[src/rtl/dgd_pkg.sv]
package dgd_pkg;
   localparam int REG_W  = 8;
   localparam int CODE_W = 6;

   typedef enum logic [1:0] {
      ADDR_CFG  = 2'd0,
      ADDR_HI   = 2'd1,
      ADDR_LO   = 2'd2,
      ADDR_NONE = 2'd3
   } reg_addr_e;

   typedef struct packed {
      logic [CODE_W-1:0] code;
      logic              hi_en;
      logic              lo_en;
   } cfg_t;

   localparam cfg_t CFG_RST = 8'hE8;
endpackage

[src/rtl/dgd_regs.sv]
module dgd_regs
   import dgd_pkg::*;
#(
   parameter int                        ERR_W  = 8,
   parameter logic signed [ERR_W-1:0]   HI_RST = 16,
   parameter logic signed [ERR_W-1:0]   LO_RST = -16
) (
   input  logic                    clk,
   input  logic                    rst_n,
   input  logic                    wr_en,
   input  logic [1:0]              addr,
   input  logic [REG_W-1:0]        wdata,
   output logic [REG_W-1:0]        rdata,
   output cfg_t                    cfg,
   output logic signed [ERR_W-1:0] hi_thr,
   output logic signed [ERR_W-1:0] lo_thr
);
   cfg_t                    cfg_q;
   logic signed [ERR_W-1:0] hi_q, lo_q;
   logic [REG_W-1:0]        hi_rd, lo_rd;

   always_ff @(posedge clk or negedge rst_n) begin
      if (!rst_n) begin
         cfg_q <= CFG_RST;
         hi_q  <= HI_RST;
         lo_q  <= LO_RST;
      end else if (wr_en) begin
         case (addr)
            ADDR_CFG: cfg_q <= cfg_t'(wdata);
            ADDR_HI:  hi_q  <= wdata[ERR_W-1:0];
            ADDR_LO:  lo_q  <= wdata[ERR_W-1:0];
            default:  ;
         endcase
      end
   end

   generate
      if (ERR_W == REG_W) begin : g_rd_full
         assign hi_rd = hi_q;
         assign lo_rd = lo_q;
      end else begin : g_rd_ext
         assign hi_rd = {{(REG_W-ERR_W){hi_q[ERR_W-1]}}, hi_q};
         assign lo_rd = {{(REG_W-ERR_W){lo_q[ERR_W-1]}}, lo_q};
      end
   endgenerate

   always_comb begin
      case (addr)
         ADDR_CFG: rdata = cfg_q;
         ADDR_HI:  rdata = hi_rd;
         ADDR_LO:  rdata = lo_rd;
         default:  rdata = '0;
      endcase
   end

   assign cfg    = cfg_q;
   assign hi_thr = hi_q;
   assign lo_thr = lo_q;

   AST_CFG_WRITE: assert property (@(posedge clk) disable iff (!rst_n)
      (wr_en && addr == ADDR_CFG) |=> (cfg_q == $past(wdata)));
   AST_NONE_ADDR_IGNORED: assert property (@(posedge clk) disable iff (!rst_n)
      (wr_en && addr == ADDR_NONE) |=> ($stable(cfg_q) && $stable(hi_q) && $stable(lo_q)));
endmodule

[src/rtl/dgd_window.sv]
module dgd_window #(
   parameter int ERR_W = 8
) (
   input  logic signed [ERR_W-1:0] err,
   input  logic signed [ERR_W-1:0] hi_thr,
   input  logic signed [ERR_W-1:0] lo_thr,
   input  logic                    hi_en,
   input  logic                    lo_en,
   output logic                    force_hi,
   output logic                    force_lo
);
   logic above, below;

   assign above    = err > hi_thr;
   assign below    = err < lo_thr;
   assign force_hi = above && hi_en;
   assign force_lo = below && lo_en && !force_hi;
endmodule

[src/rtl/dgd_shape.sv]
module dgd_shape
   import dgd_pkg::*;
#(
   parameter int CMD_W  = 12,
   parameter int DUTY_W = 10
) (
   input  logic                    clk,
   input  logic                    rst_n,
   input  logic                    cyc_start,
   input  logic signed [CMD_W-1:0] cmd,
   input  logic [CODE_W-1:0]       code,
   input  logic                    force_hi,
   input  logic                    force_lo,
   output logic [DUTY_W-1:0]       duty
);
   localparam int MAG_W = CMD_W - 1;

   logic [DUTY_W-1:0] lim, nxt, duty_q;
   logic [MAG_W-1:0]  mag, lim_ext;

   generate
      if (DUTY_W == CODE_W) begin : g_lim_direct
         assign lim = code;
      end else begin : g_lim_scaled
         assign lim = {code, {(DUTY_W-CODE_W){1'b0}}};
      end
   endgenerate

   assign mag     = cmd[MAG_W-1:0];
   assign lim_ext = MAG_W'(lim);

   always_comb begin
      if (force_hi)             nxt = lim;
      else if (force_lo)        nxt = '0;
      else if (cmd[CMD_W-1])    nxt = '0;
      else if (mag > lim_ext)   nxt = lim;
      else                      nxt = mag[DUTY_W-1:0];
   end

   always_ff @(posedge clk or negedge rst_n) begin
      if (!rst_n)         duty_q <= '0;
      else if (cyc_start) duty_q <= nxt;
   end

   assign duty = duty_q;

   AST_DUTY_BOUND: assert property (@(posedge clk) disable iff (!rst_n)
      cyc_start |=> (duty_q <= $past(lim)));
   AST_HOLD_BETWEEN: assert property (@(posedge clk) disable iff (!rst_n)
      !cyc_start |=> $stable(duty_q));
   AST_FORCE_TOP: assert property (@(posedge clk) disable iff (!rst_n)
      (cyc_start && force_hi) |=> (duty_q == $past(lim)));
   AST_FORCE_ZERO: assert property (@(posedge clk) disable iff (!rst_n)
      (cyc_start && force_lo) |=> (duty_q == '0));
endmodule

[src/rtl/duty_guard.sv]
module duty_guard
   import dgd_pkg::*;
#(
   parameter int                      CMD_W  = 12,
   parameter int                      DUTY_W = 10,
   parameter int                      ERR_W  = 8,
   parameter logic signed [ERR_W-1:0] HI_RST = 16,
   parameter logic signed [ERR_W-1:0] LO_RST = -16
) (
   input  logic                    clk,
   input  logic                    rst_n,
   input  logic                    reg_wr_i,
   input  logic [1:0]              reg_addr_i,
   input  logic [REG_W-1:0]        reg_wdata_i,
   output logic [REG_W-1:0]        reg_rdata_o,
   input  logic                    cyc_start_i,
   input  logic signed [CMD_W-1:0] cmd_i,
   input  logic signed [ERR_W-1:0] err_i,
   output logic [DUTY_W-1:0]       duty_o
);
   generate
      if (DUTY_W < CODE_W) begin : g_bad_duty
         $error("DUTY_W must be at least the limit code width");
      end
      if (CMD_W <= DUTY_W) begin : g_bad_cmd
         $error("CMD_W must exceed DUTY_W");
      end
      if (ERR_W > REG_W || ERR_W < 2) begin : g_bad_err
         $error("ERR_W must lie between 2 and the register width");
      end
   endgenerate

   cfg_t                    cfg;
   logic signed [ERR_W-1:0] hi_thr, lo_thr;
   logic                    force_hi, force_lo;

   dgd_regs #(.ERR_W(ERR_W), .HI_RST(HI_RST), .LO_RST(LO_RST)) u_regs (
      .clk(clk), .rst_n(rst_n), .wr_en(reg_wr_i), .addr(reg_addr_i),
      .wdata(reg_wdata_i), .rdata(reg_rdata_o), .cfg(cfg),
      .hi_thr(hi_thr), .lo_thr(lo_thr)
   );

   dgd_window #(.ERR_W(ERR_W)) u_window (
      .err(err_i), .hi_thr(hi_thr), .lo_thr(lo_thr),
      .hi_en(cfg.hi_en), .lo_en(cfg.lo_en),
      .force_hi(force_hi), .force_lo(force_lo)
   );

   dgd_shape #(.CMD_W(CMD_W), .DUTY_W(DUTY_W)) u_shape (
      .clk(clk), .rst_n(rst_n), .cyc_start(cyc_start_i), .cmd(cmd_i),
      .code(cfg.code), .force_hi(force_hi), .force_lo(force_lo),
      .duty(duty_o)
   );
endmodule

[config.mk]
export PLATFORM = sky130hd
export DESIGN_NAME = duty_guard
export DESIGN_NICKNAME = d
export VERILOG_FILES = /design/src/rtl/dgd_pkg.sv /design/src/rtl/dgd_regs.sv /design/src/rtl/dgd_window.sv /design/src/rtl/dgd_shape.sv /design/src/rtl/duty_guard.sv
export SDC_FILE = /design/constraint.sdc
export NUM_CORES = 1
export LEC_CHECK = 0
export BUFFER_PORTS_ARGS = -buffer_cell sky130_fd_sc_hd__clkbuf_2
export CORE_MARGIN = 2
export CORE_UTILIZATION = 34
export CTS_BUF_LIST = sky130_fd_sc_hd__clkbuf_2 sky130_fd_sc_hd__clkbuf_4 sky130_fd_sc_hd__clkbuf_8
export DETAILED_ROUTE_END_ITERATION = 8
export GPL_TIMING_DRIVEN = 1
export PLACE_DENSITY = 0.59
export SYNTH_ARGS = -nofsm -noshare
export SYNTH_HDL_FRONTEND = slang
export SYNTH_SLANG_ARGS = --single-unit
[constraint.sdc]
create_clock -name clk -period 2 [get_ports clk]
set_input_delay 0.1 -clock clk [delete_from_list [all_inputs] [get_ports clk]]
set_output_delay 0.1 -clock clk [all_outputs]
set_load 0.02 [all_outputs]
==> flow_metrics.env, run 1 <==
export IMPL_track_usage_pct=16.8
export IMPL_cts_tree="done"
export IMPL_ys_flop_type="dfrtp_1"
export IMPL_fin_nets=333
export IMPL_ir_worst_vdd_v=0.000318
export IMPL_final_common_cell="clkbuf_2"
export IMPL_first_pass_iters=4
export IMPL_yosysSeqAreaShare_pct=40.1
export IMPL_routed_via_count=1795
export IMPL_worstMarginPinSlew_ns=0.858
export IMPL_leakagePower_uw=0.00136
export IMPL_path_buf_inv=1
export IMPL_gp_congestion=0.802
export IMPL_synth_cells=205
export IMPL_die_x_um=83.5
export IMPL_worstPathCellList="inv_2 -> ha_4 -> and3b_1 -> a2111oi_4 -> o311a_4 -> and2_4 -> a22o_1"
export IMPL_clock_sinks=34
export IMPL_synth_cell_types=36
export IMPL_required_ns=2.23
export IMPL_dpl_cell_area_um2=2680
export IMPL_rsz0062_at_grt="yes"
export IMPL_fillers=595
export IMPL_global_route_overflow_total=0
export IMPL_period_needed_ns=2.19
export IMPL_hpwl_um=4270
export IMPL_hold_path_class="input port to register"
export IMPL_crit_fanout=8
export IMPL_antennaDiodeCount=0
export IMPL_final_core_util_pct=47.1
export IMPL_io_buffer_count=51
export IMPL_period_share_pct=110
export IMPL_grt_max_degree=35
export IMPL_clockBufferDepth=2
export IMPL_root_buffer="clkbuf_8"
export IMPL_slowest_stage="dfstp_2"
export IMPL_initial_utilization_pct=35.7
export IMPL_syn_num_nets=260
export IMPL_relSlewSlack_pct=42.8
export IMPL_cellPowerDensity_nw_per_um2=850
export IMPL_whs_ns=0.0383
export IMPL_grt_pass1_vias=1874
export IMPL_die_h_um=83.5
export IMPL_postRouteWirelength_um=5590
export IMPL_final_cell_mix="clkbuf_2 (51), dfrtp_1 (25), inv_1 (19), mux2_2 (19), buf_4 (19)"
export IMPL_synth_edf_count=0
export IMPL_row_count=28
export IMPL_critical_path_arrival_ns=2.42
export IMPL_total_power_uw=2410
export IMPL_antenna_left=0
export IMPL_criticalPathCategory="register to register"
export IMPL_crit_path_end_kind="register"
export IMPL_antenna_found_initial=0
export IMPL_drive_gt1_share_pct=45.9
export IMPL_async_flop_share_pct=100
export IMPL_clk_pin_slew_ns=0.08
export IMPL_core_area_um2=6030
export IMPL_crit_family="compound AO/OA/AOI/OAI gates"
export IMPL_maxSlewViolCount=0
export IMPL_dieArea_um2=6970
export IMPL_cts_made_buffers=5
export IMPL_avgSynthCellArea_um2=10.5
export IMPL_vias_per_cell=5.07
export IMPL_grt_pass1_wl_um=9270
export IMPL_drc_errors=0
export IMPL_setup_worst_path_start_class="register"
export IMPL_netlist_area_um2=2150
export IMPL_violations="setup timing"
export IMPL_cp_slowest_stage_delay_ns=0.54
export IMPL_status="finished, violations left"
export IMPL_yosysWarnings=0
export IMPL_fin_ws_ns=-0.192
export IMPL_setup_viol=10
export IMPL_hold_viol_final=0
export IMPL_wl_per_cell_um=15.8
export IMPL_drt_iter0_markers=80
export IMPL_insertion_delay_ns=0.29
export IMPL_fin_area_um2=2840
export IMPL_area_growth_pct=32.1
export IMPL_fin_tns_setup_ns=-1.58
export IMPL_synth_seq_cells=34
export IMPL_fmax_ghz=0.456
export IMPL_cts_htree_levels=2
export IMPL_cap_violations=0
export IMPL_skew_ns=0.00410
export IMPL_ios=52
==> worst paths after layout <==
kind / start / endpoint / slack (ns) / depth (start not counted)
min in group asynchronous: rst_n / u_regs.cfg[2]$_DFFE_PN0P_ / 0.45 / 2
worst max register to register: u_regs.lo_thr[7]$_DFFE_PN1P_ / u_shape.duty[3]$_DFFE_PN0P_ / -0.19 / 7
worst min-delay path: reg_wdata_i[5] / u_regs.cfg[5]$_DFFE_PN1P_ / 0.04 / 3
worst min register to register: u_shape.duty[1]$_DFFE_PN0P_ / u_shape.duty[1]$_DFFE_PN0P_ / 0.51 / 1
worst max-delay path: u_regs.lo_thr[7]$_DFFE_PN1P_ / u_shape.duty[3]$_DFFE_PN0P_ / -0.19 / 7
max in group asynchronous: rst_n / u_regs.lo_thr[0]$_DFFE_PN0P_ / 1.01 / 2
==> tightest hold or removal path: stages <==
cell and delay, ns:
clkbuf_2 0.11, nand2_1 0.05, o21ai_0 0.06
==> final cells by class <==
class / instances / area (um^2) / share of cell area, %
timing repair buffer: 71 / 408 / 14.4
clock buffer: 6 / 82.6 / 2.91
inverter: 25 / 93.8 / 3.31
multi-input combinational: 141 / 1290 / 45.3
tap: 75 / 93.8 / 3.31
clock inverter: 2 / 12.5 / 0.441
sequential: 34 / 862 / 30.4
==> stage by stage <==
step	instances	setup slack [ns]
6_report	354	-0.192
3_3_place_gp	344	-0.152
3_5_place_dp	344	-0.224
2_1_floorplan	205	-0.0931
4_1_cts	354	-0.196
5_1_grt	354	-0.278
==> what timing repair did <==
item                       CTS  global route
gates cloned                 0             0
hold buffers                 1             0
gates resized for setup      5             4
pin swaps                    2             8
setup endpoints to repair   10            10
hold endpoints to repair    25             0
buffers inserted             1             0
==> power breakdown <==
part | internal [uW] | total (uW) | leakage (uW) | switching (uW)
clock network | 277 | 544 | 0.0000472 | 267
logic | 456 | 937 | 0.000905 | 481
registers | 842 | 934 | 0.000406 | 92.0
total | 1570 | 2410 | 0.00136 | 840
==> registers in the layout, summed over array words and instances (netlist names) <==
name and cells:
u_shape.duty 10, u_regs.hi_thr 8, u_regs.lo_thr 8, u_regs.cfg 8
==> synthesized netlist by cell type, drive strengths merged, types with 3 or more instances <==
cell	number	area, um^2
clkbuf	4	15.0
dfrtp	25	626
nand4	3	18.8
a2111oi	3	51.3
nor3b	3	22.5
a21oi	5	25.0
o21ai	16	80.1
a221o	6	60.1
mux2	19	214
a22o	9	78.8
mux2i	8	80.1
dfstp	9	236
nor2	4	15.0
nor2b	7	43.8
inv	25	93.8
nand2	17	63.8
ha	21	263
==> logic make-up after synthesis <==
| kind of cell | count (synthesis) | share of synthesized area (%) |
|---|---|---|
| flops | 34 | 40.1 |
| fa+ha+maj | 21 | 12.2 |
| mux | 27 | 13.7 |
| simple gates | 46 | 11.4 |
| compound gates | 47 | 17.3 |
| buf+inv | 30 | 5.30 |
==> layer usage <==
| metal | up-vias | wire length (um) | global-route usage [%] |
|---|---|---|---|
| met5 | - | 0 | 0 |
| met4 | 0 | 68 | 4.99 |
| met3 | 7 | 261 | 3.86 |
| met2 | 39 | 2670 | 28.4 |
| met1 | 859 | 2590 | 21.5 |
| li1 | 890 | - | - |
(Power assumes the default switching activity.)
==> run 2: changes to the inputs <==
--- a/config.mk
+++ b/config.mk
@@ -5,13 +5,14 @@
 export SDC_FILE = /design/constraint.sdc
 export NUM_CORES = 1
 export LEC_CHECK = 0
+export ABC_AREA = 1
 export BUFFER_PORTS_ARGS = -buffer_cell sky130_fd_sc_hd__clkbuf_2
 export CORE_MARGIN = 2
 export CORE_UTILIZATION = 34
 export CTS_BUF_LIST = sky130_fd_sc_hd__clkbuf_2 sky130_fd_sc_hd__clkbuf_4 sky130_fd_sc_hd__clkbuf_8
 export DETAILED_ROUTE_END_ITERATION = 8
 export GPL_TIMING_DRIVEN = 1
-export PLACE_DENSITY = 0.59
+export PLACE_DENSITY = 0.58
 export SYNTH_ARGS = -nofsm -noshare
 export SYNTH_HDL_FRONTEND = slang
 export SYNTH_SLANG_ARGS = --single-unit
==> run 2 against run 1 <==
Effect of this change:
- flip-flop and latch count stayed put
- the run now ends clean
- synthesized cell count is 62% higher
- first-iteration DRC count is 33% higher
- non-clock buffer count is 9 lower
- global-route usage is 0.34 points lower
- register-to-register slack better by 0.30 ns
- combinational power is 2% lower
- core utilization is 2.8 points lower
- sequential power is 4.0% lower
- clock skew is 0.0029 ns higher
- largest power group unchanged
==> flow_metrics.env, run 2 <==
export IMPL_largest_reg_flops=10
export IMPL_cap_violations=0
export IMPL_area_growth_pct=28.3
export IMPL_synth_common_cells="nand2_1 (125), inv_1 (55), nor2_1 (35), dfrtp_1 (25), o21ai_0 (24)"
export IMPL_antenna_left=0
export IMPL_setup_worst_path_start_class="register"
export IMPL_ys_flop_type="dfrtp_1"
export IMPL_drive_gt1_share_pct=27.3
export IMPL_die_x_um=86.4
export IMPL_first_pass_iters=4
export IMPL_grt_pass1_vias=2094
export IMPL_avgSynthCellArea_um2=6.93
export IMPL_wl_per_cell_um=12.7
export IMPL_antenna_found_initial=0
export IMPL_total_power_uw=2360
export IMPL_fin_area_um2=2960
export IMPL_antennaDiodeCount=0
export IMPL_crit_top_cell="nand2_1"
export IMPL_slowest_stage="dfstp_2"
export IMPL_drc_errors=0
export IMPL_drt_iter0_markers=106
export IMPL_syn_num_nets=388
export IMPL_hpwl_um=4500
export IMPL_criticalPathCategory="register to register"
export IMPL_yosys_area_top_type_share_pct=27.1
export IMPL_row_count=30
export IMPL_yosysWarnings=0
export IMPL_final_core_util_pct=44.3
export IMPL_clk_pin_slew_ns=0.08
export IMPL_leakagePower_uw=0.00166
export IMPL_postRouteWirelength_um=6120
export IMPL_regToRegStartpoint="u_regs.lo_thr[5]$_DFFE_PN1P_"
export IMPL_fmax_ghz=0.529
export IMPL_cellPowerDensity_nw_per_um2=796
export IMPL_dpl_cell_area_um2=2700
export IMPL_core_area_um2=6680
export IMPL_period_needed_ns=1.89
export IMPL_grt_max_degree=35
export IMPL_cts_made_buffers=5
export IMPL_fin_nets=454
export IMPL_clock_sinks=34
export IMPL_skew_ns=0.00705
export IMPL_setup_viol=0
export IMPL_fillers=709
export IMPL_maxSlewViolCount=0
export IMPL_synth_cell_types=24
export IMPL_fin_ws_ns=0.111
export IMPL_dp_slack_ns=0.0283
export IMPL_async_flop_share_pct=100
export IMPL_synth_seq_cells=34
export IMPL_global_route_overflow_total=0
export IMPL_die_h_um=86.4
export IMPL_yosysMostFrequentCell="nand2_1"
export IMPL_cts_htree_levels=2
export IMPL_final_common_cell="nand2_1"
export IMPL_root_buffer="clkbuf_8"
export IMPL_hold_path_class="input port to register"
export IMPL_critical_path_arrival_ns=2.07
export IMPL_hold_viol_final=0
export IMPL_rrSetupSlack_ns=0.11
export IMPL_worstMarginPinSlew_ns=0.853
export IMPL_yosysSeqAreaShare_pct=37.3
export IMPL_track_usage_pct=16.5
export IMPL_critPathLaunch="u_regs.lo_thr[5]$_DFFE_PN1P_"
export IMPL_dieArea_um2=7460
export IMPL_grt_pass1_wl_um=9710
export IMPL_status="finished clean"
export IMPL_final_cell_mix="nand2_1 (115), inv_1 (54), clkbuf_2 (51)"
export IMPL_r2r_end="u_shape.duty[9]$_DFFE_PN0P_"
export IMPL_netlist_area_um2=2310
export IMPL_period_share_pct=94.5
export IMPL_vias_per_cell=4.67
export IMPL_required_ns=2.19
export IMPL_relSlewSlack_pct=43.1
export IMPL_crit_fanout=5
export IMPL_io_buffer_count=51
export IMPL_worstPathCellList="inv_1 -> ha_1 -> a21oi_1 -> o21a_1 -> nand2_1 -> nand2_2 -> nand3_2 -> nand2_1 -> nand2_1 -> nand2_1 -> nand2_1"
export IMPL_gp_congestion=0.804
export IMPL_crit_path_end_kind="register"
export IMPL_clockBufferDepth=2
export IMPL_cp_slowest_stage_delay_ns=0.54
export IMPL_synth_area_leaders="dfrtp_1 (27%), nand2_1 (20%), ha_1 (11%)"
export IMPL_whs_ns=0.0445
export IMPL_endpoint="u_shape.duty[9]$_DFFE_PN0P_"
export IMPL_ios=52
export IMPL_insertion_delay_ns=0.29
export IMPL_cts_tree="done"
export IMPL_yosysTopAreaCell="dfrtp_1"
export IMPL_synth_edf_count=0
export IMPL_rsz0062_at_grt="yes"
export IMPL_routed_via_count=2241
export IMPL_initial_utilization_pct=34.6
export IMPL_ir_worst_vdd_v=0.000409
export IMPL_r2r_cells=11
export IMPL_synth_cells=333
## run 2: changes by cell type after synthesis, sizes merged, moves of 6 or more
cell,delta
nand2,+110
nor2,+32
inv,+30
mux2,-19
a22o,-9
mux2i,-8
o21ai,+8
nand3,+7
nor2b,-7
o221ai,+7
a221o,-6
## run 2: worst min path at each step
| stage | from | endpoint | depth (start not counted) |
|---|---|---|---|
| after floorplan | rst_n | u_regs.cfg[0]$_DFFE_PN0P_ | 0 |
| after global placement | rst_n | u_shape.duty[4]$_DFFE_PN0P_ | 1 |
| after detailed placement | rst_n | u_shape.duty[4]$_DFFE_PN0P_ | 1 |
| after CTS | reg_wdata_i[6] | u_regs.lo_thr[6]$_DFFE_PN1P_ | 3 |
| after global routing | reg_wdata_i[6] | u_regs.lo_thr[6]$_DFFE_PN1P_ | 3 |
| final | reg_wdata_i[6] | u_regs.lo_thr[6]$_DFFE_PN1P_ | 3 |
## run 2: layout make-up
type / count / area, um^2 / share of cell area [%]
clock inverters: 2 / 12.5 / 0.422
inverters: 56 / 210 / 7.09
well taps: 80 / 100 / 3.38
clock buffers: 6 / 82.6 / 2.79
flip-flops and latches: 34 / 862 / 29.1
repair buffers: 62 / 340 / 11.5
multi-input cells: 240 / 1360 / 45.7
## run 2: what timing repair did
action / in CTS / in global routing
hold buffers: 1 / 0
endpoints found under the hold margin: 25 / 0
setup buffers: 0 / 1
gates resized for setup: 0 / 26
setup endpoints to repair: 0 / 10
## run 2: where the power goes
part / total, uW / internal (uW) / leakage (uW) / switching (uW)
Combinational: 921 / 351 / 0.00120 / 569
Sequential: 897 / 823 / 0.000414 / 74.3
Clock: 541 / 277 / 0.0000472 / 264
Total: 2360 / 1450 / 0.00166 / 908
## run 2: stage by stage
step                cells  setup TNS [ns]
detailed placement    467               0
global placement      467               0
floorplan             333               0
finish                480               0
global route          480         -0.0827
CTS                   476               0
## run 2: cells by family after synthesis
family / count (synthesis) / share of synthesized area, %
and+or+nand+nor: 179 / 31.4
buffers and inverters: 62 / 10.6
AOI/OAI and AO/OA: 37 / 9.27
DFF: 34 / 37.3
adders and majority gates: 21 / 11.4
## run 2: metal layers
| layer | global-route usage (%) | wire length, um | up-vias |
|---|---|---|---|
| li1 | - | - | 1173 |
| met1 | 23.0 | 2950 | 1009 |
| met2 | 25.8 | 2810 | 49 |
| met3 | 2.57 | 204 | 10 |
| met4 | 6.11 | 154 | 0 |
| met5 | 0 | 0 | - |
## run 2: critical path, delay by kind of cell (launching register included)
family,cells,cell delay [ns]
AOI/OAI and AO/OA,2,0.36
DFF,1,0.54
buffers and inverters,1,0.05
and+or+nand+nor,7,0.55
adders and majority gates,1,0.28
==> run 3: changes to the inputs <==
--- a/config.mk
+++ b/config.mk
@@ -7,12 +7,15 @@
 export LEC_CHECK = 0
 export ABC_AREA = 1
 export BUFFER_PORTS_ARGS = -buffer_cell sky130_fd_sc_hd__clkbuf_2
+export CELL_PAD_IN_SITES_DETAIL_PLACEMENT = 1
+export CELL_PAD_IN_SITES_GLOBAL_PLACEMENT = 2
 export CORE_MARGIN = 2
-export CORE_UTILIZATION = 34
+export CORE_UTILIZATION = 27
 export CTS_BUF_LIST = sky130_fd_sc_hd__clkbuf_2 sky130_fd_sc_hd__clkbuf_4 sky130_fd_sc_hd__clkbuf_8
 export DETAILED_ROUTE_END_ITERATION = 8
 export GPL_TIMING_DRIVEN = 1
-export PLACE_DENSITY = 0.58
+export MAX_ROUTING_LAYER = met4
+export PLACE_DENSITY = 0.79
 export SYNTH_ARGS = -nofsm -noshare
 export SYNTH_HDL_FRONTEND = slang
 export SYNTH_SLANG_ARGS = --single-unit
==> run 3 against run 2 <==
Effect of this change:
- design area increased by 0.42%
- first-iteration DRC count rose by 18%
- power is 0.20% higher
- flip-flop and latch count did not move
- via count grew 1.9%
- highest routed layer unchanged
- combinational power increased by 1%
==> flow_metrics.env, run 3 (synthesis results as in run 2) <==
export IMPL_worstPathCellList="inv_1 -> ha_1 -> nand2_1 -> nor2_1 -> nand2_1 -> nand3_1 -> nand3b_2 -> buf_12 -> nor2_1 -> nor2_1 -> nand2_1 -> nand2_1"
export IMPL_setup_worst_path_start_class="register"
export IMPL_cellPowerDensity_nw_per_um2=794
export IMPL_final_cells=503
export IMPL_fmax_ghz=0.533
export IMPL_cts_htree_levels=2
export IMPL_track_usage_pct=16.2
export IMPL_global_route_overflow_total=0
export IMPL_area_growth_pct=28.9
export IMPL_core_area_um2=8260
export IMPL_final_cell_mix="nand2_1 (122), inv_1 (54), clkbuf_2 (51)"
export IMPL_relSlewSlack_pct=42.3
export IMPL_initial_utilization_pct=28.0
export IMPL_whs_ns=0.0532
export IMPL_clockBufferDepth=2
export IMPL_antenna_left=0
export IMPL_largest_reg_flops=10
export IMPL_hold_viol_final=0
export IMPL_drc_errors=0
export IMPL_cap_violations=0
export IMPL_ios=52
export IMPL_hold_path_class="input port to register"
export IMPL_regToRegStartpoint="u_regs.hi_thr[4]$_DFFE_PN1P_"
export IMPL_fin_nets=452
export IMPL_die_x_um=96.5
export IMPL_io_buffer_count=51
export IMPL_leakagePower_uw=0.00164
export IMPL_hpwl_um=5390
export IMPL_vias_per_cell=4.54
export IMPL_critical_path_arrival_ns=2.07
export IMPL_critPathLaunch="u_regs.hi_thr[4]$_DFFE_PN1P_"
export IMPL_grt_pass1_wl_um=11200
export IMPL_cts_tree="done"
export IMPL_row_count=33
export IMPL_cts_setup_buffers=0
export IMPL_clock_sinks=34
export IMPL_wl_per_cell_um=14.1
export IMPL_period_needed_ns=1.88
export IMPL_insertion_delay_ns=0.30
export IMPL_postRouteWirelength_um=7070
export IMPL_gp_congestion=0.814
export IMPL_final_common_cell="nand2_1"
export IMPL_antenna_found_initial=0
export IMPL_die_h_um=96.5
export IMPL_criticalPathCategory="register to register"
export IMPL_required_ns=2.19
export IMPL_slowest_stage="dfstp_2"
export IMPL_p_clk_share_pct=22.6
export IMPL_clk_pin_slew_ns=0.08
export IMPL_root_buffer="clkbuf_8"
export IMPL_cp_slowest_stage_delay_ns=0.53
export IMPL_internal_power_uw=1420
export IMPL_grt_pass1_vias=2297
export IMPL_rrSetupSlack_ns=0.12
export IMPL_dieArea_um2=9310
export IMPL_skew_ns=0.00696
export IMPL_crit_path_end_kind="register"
export IMPL_rsz0062_at_grt="yes"
export IMPL_cts_made_buffers=5
export IMPL_drive_gt1_share_pct=26.1
export IMPL_antennaDiodeCount=0
export IMPL_crit_fanout=16
export IMPL_maxSlewViolCount=0
export IMPL_comb_power_share_pct=39.3
export IMPL_first_pass_iters=4
export IMPL_dp_cells=492
export IMPL_crit_top_cell="nand2_1"
export IMPL_fillers=1077
export IMPL_min_from="reg_wdata_i[6]"
export IMPL_final_core_util_pct=36.0
export IMPL_status="finished clean"
export IMPL_routed_via_count=2284
export IMPL_ir_worst_vdd_v=0.000224
export IMPL_seq_power_share_pct=38.1
export IMPL_grt_max_degree=35
export IMPL_worstMarginPinSlew_ns=0.865
export IMPL_swShare_pct=40.0
export IMPL_p_sw_uw=945
export IMPL_drt_iter0_markers=125
export IMPL_setup_viol=0
export IMPL_period_share_pct=93.8
run 3: area by class of cell:
| cell class | instances | area (um^2) | area share (%) |
|---|---|---|---|
| clock buffers | 5 | 68.8 | 2.31 |
| clock inverters | 3 | 21.3 | 0.715 |
| inverters | 56 | 210 | 7.06 |
| multi-input cells | 239 | 1340 | 44.9 |
| flip-flops and latches | 34 | 862 | 29.0 |
| well taps | 105 | 131 | 4.42 |
| repair buffers | 61 | 345 | 11.6 |
run 3: power groups by stage:
| stage | Sequential [uW] | Clock [uW] | Combinational, uW |
|---|---|---|---|
| 6_report | 900 | 534 | 930 |
| 5_1_grt | 915 | 573 | 1060 |
| 4_1_cts | 897 | 545 | 858 |
| 3_5_place_dp | 909 | 0 | 852 |
| 3_3_place_gp | 902 | 0 | 830 |
| 2_1_floorplan | 945 | 0 | 491 |
run 3: what timing repair did:
item / in CTS / in global routing
endpoints found under the setup margin: 0 / 10
endpoints found under the hold margin: 25 / 0
hold buffers: 1 / 0
gates resized for setup: 0 / 22
run 3: path summary, 6_finish.rpt:
kind	depth (start not counted)	end
min in group asynchronous	2	u_regs.lo_thr[2]$_DFFE_PN0P_
max	12	u_shape.duty[8]$_DFFE_PN0P_
max in group asynchronous	2	u_regs.hi_thr[0]$_DFFE_PN0P_
min reg2reg	2	u_shape.duty[9]$_DFFE_PN0P_
min	3	u_regs.lo_thr[6]$_DFFE_PN1P_
max reg2reg	12	u_shape.duty[8]$_DFFE_PN0P_
run 3: routing by layer:
layer / wire length (um) / vias to the layer above / GRT usage (%)
met5: 0 / - / -
met4: 116 / 0 / 5.28
met3: 234 / 9 / 2.48
met2: 3200 / 45 / 24.8
met1: 3520 / 1064 / 22.0
li1: - / 1166 / -
run 3: stage by stage:
step	cell area, um^2	setup slack [ns]	total power, uW	setup TNS [ns]
after CTS	2840	0.00155	2300	0
after detailed placement	2740	0.0125	1760	0
after floorplan	2310	0.199	1440	0
final	2980	0.125	2360	0
after global routing	2980	-0.0615	2550	-0.245
after global placement	2740	0.0490	1730	0
run 3: worst max-delay path, delay by kind of cell (launching register included):
kind	cells	cell delay [ns]
AND/OR/NAND/NOR	9	0.74
adder cells (fa/ha/maj)	1	0.27
flip-flops	1	0.53
buffers and inverters	2	0.24
